`src/rtl/blkc_pkg.sv`:
```
package blkc_pkg;
    localparam int AW  = 7;
    localparam int DW  = 32;
    localparam int BW  = 2 * DW;
    localparam int ROT = 8;

    localparam logic [AW-1:0] A_IV0   = 7'h18;
    localparam logic [AW-1:0] A_IV1   = 7'h1C;
    localparam logic [AW-1:0] A_CTRL  = 7'h20;
    localparam logic [AW-1:0] A_LEN   = 7'h24;
    localparam logic [AW-1:0] A_D0    = 7'h28;
    localparam logic [AW-1:0] A_D1    = 7'h2C;
    localparam logic [AW-1:0] A_REV   = 7'h30;
    localparam logic [AW-1:0] A_MASK  = 7'h34;
    localparam logic [AW-1:0] A_ISTAT = 7'h3C;
    localparam logic [AW-1:0] A_IEN   = 7'h40;

    typedef enum logic [1:0] {
        ST_LOAD = 2'd0,
        ST_BUSY = 2'd1,
        ST_HOLD = 2'd2
    } seq_e;

    function automatic logic [BW-1:0] stub_xform(input logic [BW-1:0] x,
                                                 input logic [BW-1:0] k,
                                                 input logic enc);
        logic [BW-1:0] t;
        if (enc) begin
            t = x ^ k;
            return (t << ROT) | (t >> (BW - ROT));
        end
        t = (x >> ROT) | (x << (BW - ROT));
        return t ^ k;
    endfunction
endpackage

```
`src/rtl/blkc_keybank.sv`:
```
module blkc_keybank
    import blkc_pkg::*;
#(
    parameter int NWORDS  = 6,
    parameter int KEY_TOP = 'h14
) (
    input  logic          clk,
    input  logic          rst_n,
    input  logic          wr,
    input  logic [AW-1:0] addr,
    input  logic [DW-1:0] wdata,
    input  logic          triple,
    output logic [BW-1:0] eff_key
);
    localparam int NPAIR = NWORDS / 2;

    logic [DW-1:0] kw [NWORDS];
    logic [BW-1:0] pair_x [NPAIR];

    for (genvar g = 0; g < NWORDS; g++) begin : g_word
        localparam int OFS = KEY_TOP - 4 * (g ^ 1);
        always_ff @(posedge clk) begin
            if (!rst_n)
                kw[g] <= '0;
            else if (wr && addr == OFS[AW-1:0])
                kw[g] <= wdata;
        end
    end

    for (genvar p = 0; p < NPAIR; p++) begin : g_pair
        if (p == 0) begin : g_first
            assign pair_x[p] = {kw[0], kw[1]};
        end else begin : g_rest
            assign pair_x[p] = pair_x[p-1] ^ {kw[2*p], kw[2*p+1]};
        end
    end

    assign eff_key = triple ? pair_x[NPAIR-1] : pair_x[0];
endmodule

```
`src/rtl/blkc_stub_core.sv`:
```
module blkc_stub_core
    import blkc_pkg::*;
#(
    parameter int LAT = 4
) (
    input  logic          clk,
    input  logic          rst_n,
    input  logic          start,
    input  logic          encrypt,
    input  logic [BW-1:0] key,
    input  logic [BW-1:0] blk_in,
    output logic          done,
    output logic [BW-1:0] blk_out
);
    localparam int CW = $clog2(LAT + 1);

    logic [CW-1:0] cnt;
    logic          busy;
    logic          enc_q;
    logic [BW-1:0] key_q;
    logic [BW-1:0] op_q;

    always_ff @(posedge clk) begin
        if (!rst_n) begin
            cnt     <= '0;
            busy    <= 1'b0;
            enc_q   <= 1'b0;
            key_q   <= '0;
            op_q    <= '0;
            done    <= 1'b0;
            blk_out <= '0;
        end else begin
            done <= 1'b0;
            if (start) begin
                busy  <= 1'b1;
                cnt   <= CW'(LAT - 1);
                enc_q <= encrypt;
                key_q <= key;
                op_q  <= blk_in;
            end else if (busy) begin
                if (cnt == '0) begin
                    busy    <= 1'b0;
                    done    <= 1'b1;
                    blk_out <= stub_xform(op_q, key_q, enc_q);
                end else begin
                    cnt <= cnt - 1'b1;
                end
            end
        end
    end
endmodule

```
`src/rtl/blkc_irq_unit.sv`:
```
module blkc_irq_unit #(
    parameter int NCH = 2
) (
    input  logic           clk,
    input  logic           rst_n,
    input  logic [NCH-1:0] hw_set,
    input  logic [NCH-1:0] hw_clr,
    input  logic           stat_we,
    input  logic           en_we,
    input  logic [NCH-1:0] sw_bits,
    output logic [NCH-1:0] stat,
    output logic [NCH-1:0] en,
    output logic           irq
);
    for (genvar c = 0; c < NCH; c++) begin : g_ch
        always_ff @(posedge clk) begin
            if (!rst_n) begin
                stat[c] <= 1'b0;
                en[c]   <= 1'b0;
            end else begin
                if (hw_set[c])
                    stat[c] <= 1'b1;
                else if (hw_clr[c] || (stat_we && !sw_bits[c]))
                    stat[c] <= 1'b0;
                if (en_we)
                    en[c] <= sw_bits[c];
            end
        end
    end

    assign irq = |(stat & en);
endmodule

```
`src/rtl/blkc_regfront.sv`:
```
module blkc_regfront
    import blkc_pkg::*;
#(
    parameter int LAT   = 4,
    parameter int MAJOR = 2,
    parameter int MINOR = 5
) (
    input  logic          clk,
    input  logic          rst_n,
    input  logic          bus_wr,
    input  logic          bus_rd,
    input  logic [AW-1:0] bus_addr,
    input  logic [DW-1:0] bus_wdata,
    output logic [DW-1:0] bus_rdata,
    output logic          irq
);
    localparam logic [2:0] MAJ_F = MAJOR[2:0];
    localparam logic [5:0] MIN_F = MINOR[5:0];
    localparam logic [DW-1:0] REV_WORD = {21'b0, MAJ_F, 2'b0, MIN_F};

    seq_e          state, state_nx;
    logic [2:0]    mode;          // {cbc, triple, encrypt}
    logic [DW-1:0] in_w0, in_w1, out_w0, out_w1, iv0, iv1, len_r, mask_r;
    logic          in_rdy, out_rdy, start, latch, drain;
    logic [BW-1:0] eff_key, core_in, core_out, iv_blk, in_blk;
    logic          core_done;
    logic [1:0]    stat, en;      // [1]=data-out, [0]=data-in

    wire cbc = mode[2];
    wire enc = mode[0];
    assign iv_blk = {iv0, iv1};
    assign in_blk = {in_w0, in_w1};

    always_ff @(posedge clk) begin
        if (!rst_n) state <= ST_LOAD;
        else        state <= state_nx;
    end

    always_comb begin
        state_nx = state;
        unique case (state)
            ST_LOAD: if (bus_wr && bus_addr == A_D1) state_nx = ST_BUSY;
            ST_BUSY: if (core_done)                  state_nx = ST_HOLD;
            ST_HOLD: if (bus_rd && bus_addr == A_D1) state_nx = ST_LOAD;
            default:                                 state_nx = ST_LOAD;
        endcase
    end

    always_comb begin
        in_rdy  = (state == ST_LOAD);
        out_rdy = (state == ST_HOLD);
        start   = in_rdy && bus_wr && bus_addr == A_D1;
        latch   = (state == ST_BUSY) && core_done;
        drain   = out_rdy && bus_rd && bus_addr == A_D1;
    end

    always_ff @(posedge clk) begin
        if (!rst_n) begin
            mode <= '0; in_w0 <= '0; in_w1 <= '0; out_w0 <= '0; out_w1 <= '0;
            iv0 <= '0; iv1 <= '0; len_r <= '0; mask_r <= '0;
        end else begin
            if (bus_wr && bus_addr == A_LEN)  len_r  <= bus_wdata;
            if (bus_wr && bus_addr == A_MASK) mask_r <= bus_wdata;
            if (in_rdy && bus_wr) begin
                if (bus_addr == A_CTRL) mode  <= bus_wdata[4:2];
                if (bus_addr == A_IV0)  iv0   <= bus_wdata;
                if (bus_addr == A_IV1)  iv1   <= bus_wdata;
                if (bus_addr == A_D0)   in_w0 <= bus_wdata;
                if (bus_addr == A_D1)   in_w1 <= bus_wdata;
            end
            if (latch) begin
                {out_w0, out_w1} <= (cbc && !enc) ? (core_out ^ iv_blk) : core_out;
                if (cbc) {iv0, iv1} <= enc ? core_out : in_blk;
            end
        end
    end

    assign core_in = {in_w0, bus_wdata} ^ ((cbc && enc) ? iv_blk : '0);

    blkc_keybank u_keys (
        .clk(clk), .rst_n(rst_n), .wr(bus_wr), .addr(bus_addr),
        .wdata(bus_wdata), .triple(mode[1]), .eff_key(eff_key)
    );

    blkc_stub_core #(.LAT(LAT)) u_core (
        .clk(clk), .rst_n(rst_n), .start(start), .encrypt(enc),
        .key(eff_key), .blk_in(core_in), .done(core_done), .blk_out(core_out)
    );

    blkc_irq_unit #(.NCH(2)) u_irq (
        .clk(clk), .rst_n(rst_n),
        .hw_set({latch, drain}), .hw_clr({drain, start}),
        .stat_we(bus_wr && bus_addr == A_ISTAT),
        .en_we(bus_wr && bus_addr == A_IEN),
        .sw_bits(bus_wdata[2:1]), .stat(stat), .en(en), .irq(irq)
    );

    always_comb begin
        case (bus_addr)
            A_IV0:   bus_rdata = iv0;
            A_IV1:   bus_rdata = iv1;
            A_CTRL:  bus_rdata = {27'b0, mode, in_rdy, out_rdy};
            A_LEN:   bus_rdata = len_r;
            A_D0:    bus_rdata = out_w0;
            A_D1:    bus_rdata = out_w1;
            A_REV:   bus_rdata = REV_WORD;
            A_MASK:  bus_rdata = mask_r;
            A_ISTAT: bus_rdata = {29'b0, stat, 1'b0};
            A_IEN:   bus_rdata = {29'b0, en, 1'b0};
            default: bus_rdata = '0;
        endcase
    end
endmodule

```
`config.mk`:
```
export PLATFORM = sky130hd
export DESIGN_NAME = blkc_regfront
export DESIGN_NICKNAME = d
export VERILOG_FILES = /design/src/rtl/blkc_pkg.sv /design/src/rtl/blkc_keybank.sv /design/src/rtl/blkc_stub_core.sv /design/src/rtl/blkc_irq_unit.sv /design/src/rtl/blkc_regfront.sv
export SDC_FILE = /design/constraint.sdc
export NUM_CORES = 2
export LEC_CHECK = 0
export BUFFER_PORTS_ARGS = -buffer_cell sky130_fd_sc_hd__buf_4
export CAP_MARGIN = 20
export CORE_MARGIN = 2
export CORE_UTILIZATION = 50
export CTS_CLUSTER_SIZE = 12
export DETAILED_ROUTE_END_ITERATION = 8
export PLACE_DENSITY_LB_ADDON = 0.15
export SLEW_MARGIN = 20
export SYNTH_ARGS = -nofsm -noshare
export SYNTH_HDL_FRONTEND = slang
export SYNTH_SLANG_ARGS = --single-unit
export TNS_END_PERCENT = 30
```
`constraint.sdc`:
```
create_clock -name clk -period 6.37 [get_ports clk]
set_input_delay 1.274 -clock clk [delete_from_list [all_inputs] [get_ports clk]]
set_output_delay 1.274 -clock clk [all_outputs]
set_load 0.01 [all_outputs]
```
# Word-level counts from Yosys, hierarchy flattened
# Memories as Yosys holds them, arrays and structs flattened.
# Index checks and enable logic that the tools add are counted.
[totals]
reg_bits = 463
ram_bits = 192
in_bits = 43
output_inout_bits = 33
word_cells = 166
memories = 1
[op_classes]
add_sub_neg = 1
eq_ne = 21
muxes = 60
bitwise = 19
reduce_logical = 42
[memory_table]
columns = ["name", "depth", "width", "read_ports", "rd_ports_with_merged_regs", "write_ports", "line_no", "rtl"]
rows = [
  ["u_keys.kw", 6, 32, 6, 0, 6, "blkc_keybank.sv:17", "logic [DW-1:0] kw [NWORDS];"],
]
[op_table]
columns = ["operator", "n"]
rows = [
  ["32-bit two-way mux", 14],
  ["64-bit two-way mux", 6],
  ["64-bit bitwise XOR", 6],
  ["32-bit case mux with 10 select lines", 1],
  ["56-bit by 64-bit OR with 64-bit output", 1],
  ["64-bit by 8-bit OR with 64-bit output", 1],
  ["7-bit by 6-bit == test with 1-bit output, second input constant", 7],
  ["1-bit two-way mux", 32],
  ["7-bit by 5-bit == test with 1-bit output, second input constant", 4],
  ["1-bit logical AND", 21],
  ["7-bit by 4-bit == test with 1-bit output, second input constant", 2],
  ["2-bit two-way mux", 6],
  ["2-bit AND reduction", 5],
  ["7-bit by 3-bit == test with 1-bit output, second input constant", 1],
  ["7-bit == test, second input constant", 1],
  ["7-bit zero test", 1],
  ["2-bit by 1-bit != test with 1-bit output, second input constant", 3],
  ["1-bit OR", 6],
  ["2-bit case mux with 3 select lines", 1],
  ["3-bit AND reduction", 2],
  ["2-bit nonzero test", 3],
  ["1-bit NOT", 4],
  ["2-bit OR reduction", 2],
  ["1-bit zero test", 3],
  ["other kinds (9)", 10],
]

# Logic depth before layout (Yosys ltp)
[depth]
word_depth = 6
depth_mapped = 9
mapped_depth_nobuf = 6

# Hierarchy
# From an unflattened synthesis, not the netlist that was laid out.
[hier_totals]
hier_cells = 3326
area_unflattened_um2 = 32548.7
[modules_own_cells]
columns = ["mod", "n_inst", "cells_each", "area_each_um2", "seq_area_each_um2"]
rows = [
  ["blkc_regfront", 1, 1825, 15015.7, 5225.0],
  ["blkc_stub_core", 1, 786, 8824.7, 3963.8],
  ["blkc_keybank", 1, 700, 8544.4, 5765.5],
  ["blkc_irq_unit", 1, 15, 163.9, 80.1],
]

# Worst setup path before layout
# Ideal clock, no wire load.
[synth_path]
path_kind = "input port to flip-flop"
startpoint = "in bus_addr[1]"
endpoint = "mem u_keys.kw[2][0], in the netlist u_keys.kw[1][0] (enable)"
setup_time_ns = 0.466
t_arrival_ns = 4.542
required_ns = 5.904
path_slack_ns = 1.362
path_stages = 5
path_buffers = 3
cell_sequence = "clkbuf_2 > or4b_1 > buf_2 > buf_2 > o21ai_0"
[synth_lines]
columns = ["item", "line_no", "rtl"]
rows = [
  ["start, declared", "blkc_regfront.sv:12", "input logic [AW-1:0] bus_addr,"],
  ["end, declared", "blkc_keybank.sv:17", ""],
]

# Worst setup path in the final report
[layout_path]
startpoint = "in bus_addr[3]"
endpoint = "out bus_rdata[25]"
[layout_between]
elab_chain_cells = 2
word_cells_on_any_way = 11
classes_between = "10 x eq/ne; 1 x mux"
[layout_rtl]
columns = ["item", "line_no", "rtl"]
rows = [
  ["7-bit == test, or another cell as far along", "blkc_regfront.sv:99", "case (bus_addr)"],
  ["32-bit case mux with 10 select lines *", "blkc_regfront.sv:99", ""],
  ["end, declared", "blkc_regfront.sv:14", "output logic [DW-1:0] bus_rdata,"],
]
# Mark *: on every way between the ends. The rest lies on a longest branch, timed or not.

==> reports/qor.yml <==
outcome:
  run_status: "completed"
clock_tree:
  postCtsSetupBuffers: 0
  numCtsBuffers: 73
  cts_sinks: 655
  insertion_delay_ns: 0.62
  htreeDepth: 3
  root_buffer: "clkbuf_16"
  cts.clk_slew.worst_paths_ns: 0.06
  cts_tree: "built"
  post_cts_resized: 0
  clockBufferDepth: 3
  holdBufCountCts: 0
hold_path:
  hold_class: "flip-flop to flip-flop"
  hold_depth: 2
  min-delay-start: "len_r[6]$_SDFFE_PN0P_"
global_routing:
  use_met2_pct: 51.2
  antenna_found_initial: 10
  grt_max_degree: 179
  grt_pass1_wl_um: 155000
  grtUsageMet1_pct: 39.0
  gr-total-overflow: 0
  met3_usage_pct: 7.89
  grt_pass1_vias: 25100
  grt_busiest_layer: "met2"
  gr-usage-all-layers_pct: 31.8
synthesis:
  avgSynthCellArea_sq_um: 9.10
  yosys_warnings: 0
  async_reset_ff_share_pct: 0
  netlist_area_sq_um: 31300
  yosysSeqAreaShare_pct: 48.1
  synthCells: 3436
  synth_top_area_share_pct: 29.6
  ys_ff_latch: 655
  synth_top_cell_by_area: "dfxtp_1"
  synth_cell_types: 63
  synth-edff-count: 192
  ys.flop_type: "dfxtp_1"
  netlist_top_cells_area: "dfxtp_1 30%, edfxtp_1 18%, xor2_1 9.0%, nand2_1 7.1%, a21oi_1 4.2%"
  syn_nets: 3481
setup_path:
  cp_max_fo: 25
  cpPeakStageDelay_ns: 0.98
  r2r_cells: 5
  cpMostUsedCell: "buf_4"
  worstSetupPathType: "input pin to output port"
  cp.arrival_ns: 3.76
  worstSetupStartpoint: "bus_addr[3]"
  rr_startpoint: "mode[0]$_SDFFE_PN0P_"
  worstPathRequired_ns: 5.10
  path_delay_family: "simple AND/OR/NAND/NOR gates"
  slowest_stage: "or4b_2"
  crit_chain: "buf_4, or4b_2, nor2_1, a222oi_1, o21ai_0, buf_4"
  critical_path_buf_inv_count: 2
  path_depth: 6
  end_kind: "output port"
  critPathLaunchType: "input pin"
finish:
  layout_common_cells: "593 x nand2_1, 461 x dfxtp_1, 321 x xor2_1"
  syn2layout_area_growth_pct: 10.2
  fillCellCount: 5583
  seq_area_sq_um: 15000
  num-nets-final: 3339
  utilization_pct: 55.9
  multi_input_area_sq_um: 15000
  final_layout_size_suffix_gt1_share_pct: 9.06
  final_common_cell: "nand2_1"
detailed_routing:
  drt_iter0_drc: 2769
  dr_total_vias: 25600
  remaining_drc_errors: 0
  post_drt_wl_per_cell_um: 24.6
  wl_um: 103000
  final_antenna_net_count: 0
  avgViaCountPerCell: 6.13
  dr.pass1.iters: 6
timing:
  worstMarginPinSlew_ns: 1.14
  slew_headroom_pct: 23.8
  fin_tns_setup_ns: 0
  finalHoldViolations: 0
  rsz0062_at_grt: "no"
  drv_slew: 0
  finalCriticalPeriod_ns: 5.03
  skew_ns: 0.0217
  fmax_ghz: 0.199
  period_share_pct: 79.0
  setup_viol: 0
pwr:
  total_power_mw: 8.97
  power.leakage_nw: 11.2
  powerDensity_nw_per_um2: 260
  vdd_drop_max_mv: 0.178
floorplan:
  dieWidth_um: 254
  die_h_um: 254
  start_util_pct: 50.7
  core_sq_um: 61700
  rows: 91
  dieArea_sq_um: 64600
  ios: 76
run:
  max-cap-violations: 0
place:
  dp_hpwl_um: 65400
  gp_congestion: 0.906
  io_buffers: 75
through the flow:
step	hold WS [ns]	instances	setup WS (ns)	cell area, sq um
floorplan	0.427	3436	1.36	31300
global placement	0.438	4054	1.46	32000
detailed placement	0.443	4055	1.42	32100
CTS	0.451	4180	1.41	34400
global route	0.468	4181	1.26	34500
finish	0.452	4185	1.34	34500
kinds of logic (layout without fill, tap and decap cells):
group	after synthesis	in the layout	synth area share [%]
compound gates	904	904	19.5
xor+xnor	386	386	10.8
fa+ha+maj	2	2	0.0800
buf+inv	337	245	4.50
flops	655	655	48.1
mux	21	21	0.720
other cells	0	4	0
simple gates	1131	1131	16.3
flip-flops by register name (all words and copies together), names as in the netlist, 2 cells and up:
name,count
u_irq.stat,2
u_keys.kw,192
mode,3
len_r,32
u_core.key_q,64
mask_r,32
in_w1,32
u_core.cnt,3
out_w0,32
iv0,32
u_core.blk_out,64
u_irq.en,2
u_core.op_q,64
out_w1,32
iv1,32
state,2
in_w0,32
per-layer routing:
layer | vias up | routed length, um
met1 | 12500 | 39700
met3 | 346 | 8930
met5 | - | 79
li1 | 11700 | -
met4 | 12 | 6400
met2 | 1145 | 47800
Yosys cell counts, drive strengths merged (2+ instances only):
library cell	instances
nor4b	2
a22o	16
nor3	2
nand2b	4
o22a	7
nor2	219
xor2	321
edfxtp	192
o211ai	13
o31ai	65
inv	3
o2111ai	64
nand3	15
dfxtp	463
nor2b	6
a222oi	13
a32oi	3
or3b	4
a211oi	128
ha	2
and3	4
o21a	64
buf	85
a221o	6
nor4	2
and3b	2
mux2	12
xnor2	65
a22oi	108
a21oi	265
nor3b	4
mux2i	9
nand4	65
clkbuf	249
nand3b	7
and2	195
o21ai	144
nand2	595
power breakdown:
part / internal (mW) / switching (mW)
Clock: 2.51 / 1.70
Sequential: 4.36 / 0.0369
Combinational: 0.0830 / 0.280
Total: 6.95 / 2.02
final timing paths:
kind,end,slack (ns)
max,bus_rdata[25],1.34
max reg2reg,u_core.op_q[60]$_SDFFE_PN0P_,3.56
min reg2reg,len_r[6]$_SDFFE_PN0P_,0.45
min,len_r[6]$_SDFFE_PN0P_,0.45
layout make-up:
cell class / count / share of cell area (%)
sequential: 655 / 43.6
tap: 837 / 3.04
inverter: 3 / 0.0544
clock buffer: 109 / 6.31
antenna: 4 / 0.0290
timing repair buffer: 117 / 2.83
multi-input combinational: 2444 / 43.6
clock inverter: 16 / 0.552
worst reg2reg max path, cell delays in order (launching register included):
cell and delay [ns]:
dfxtp_1 0.49, and2_4 0.62, buf_4 0.81, nand2_1 0.17, xor2_1 0.44, a211oi_2 0.14
(Power assumes the default switching activity.)
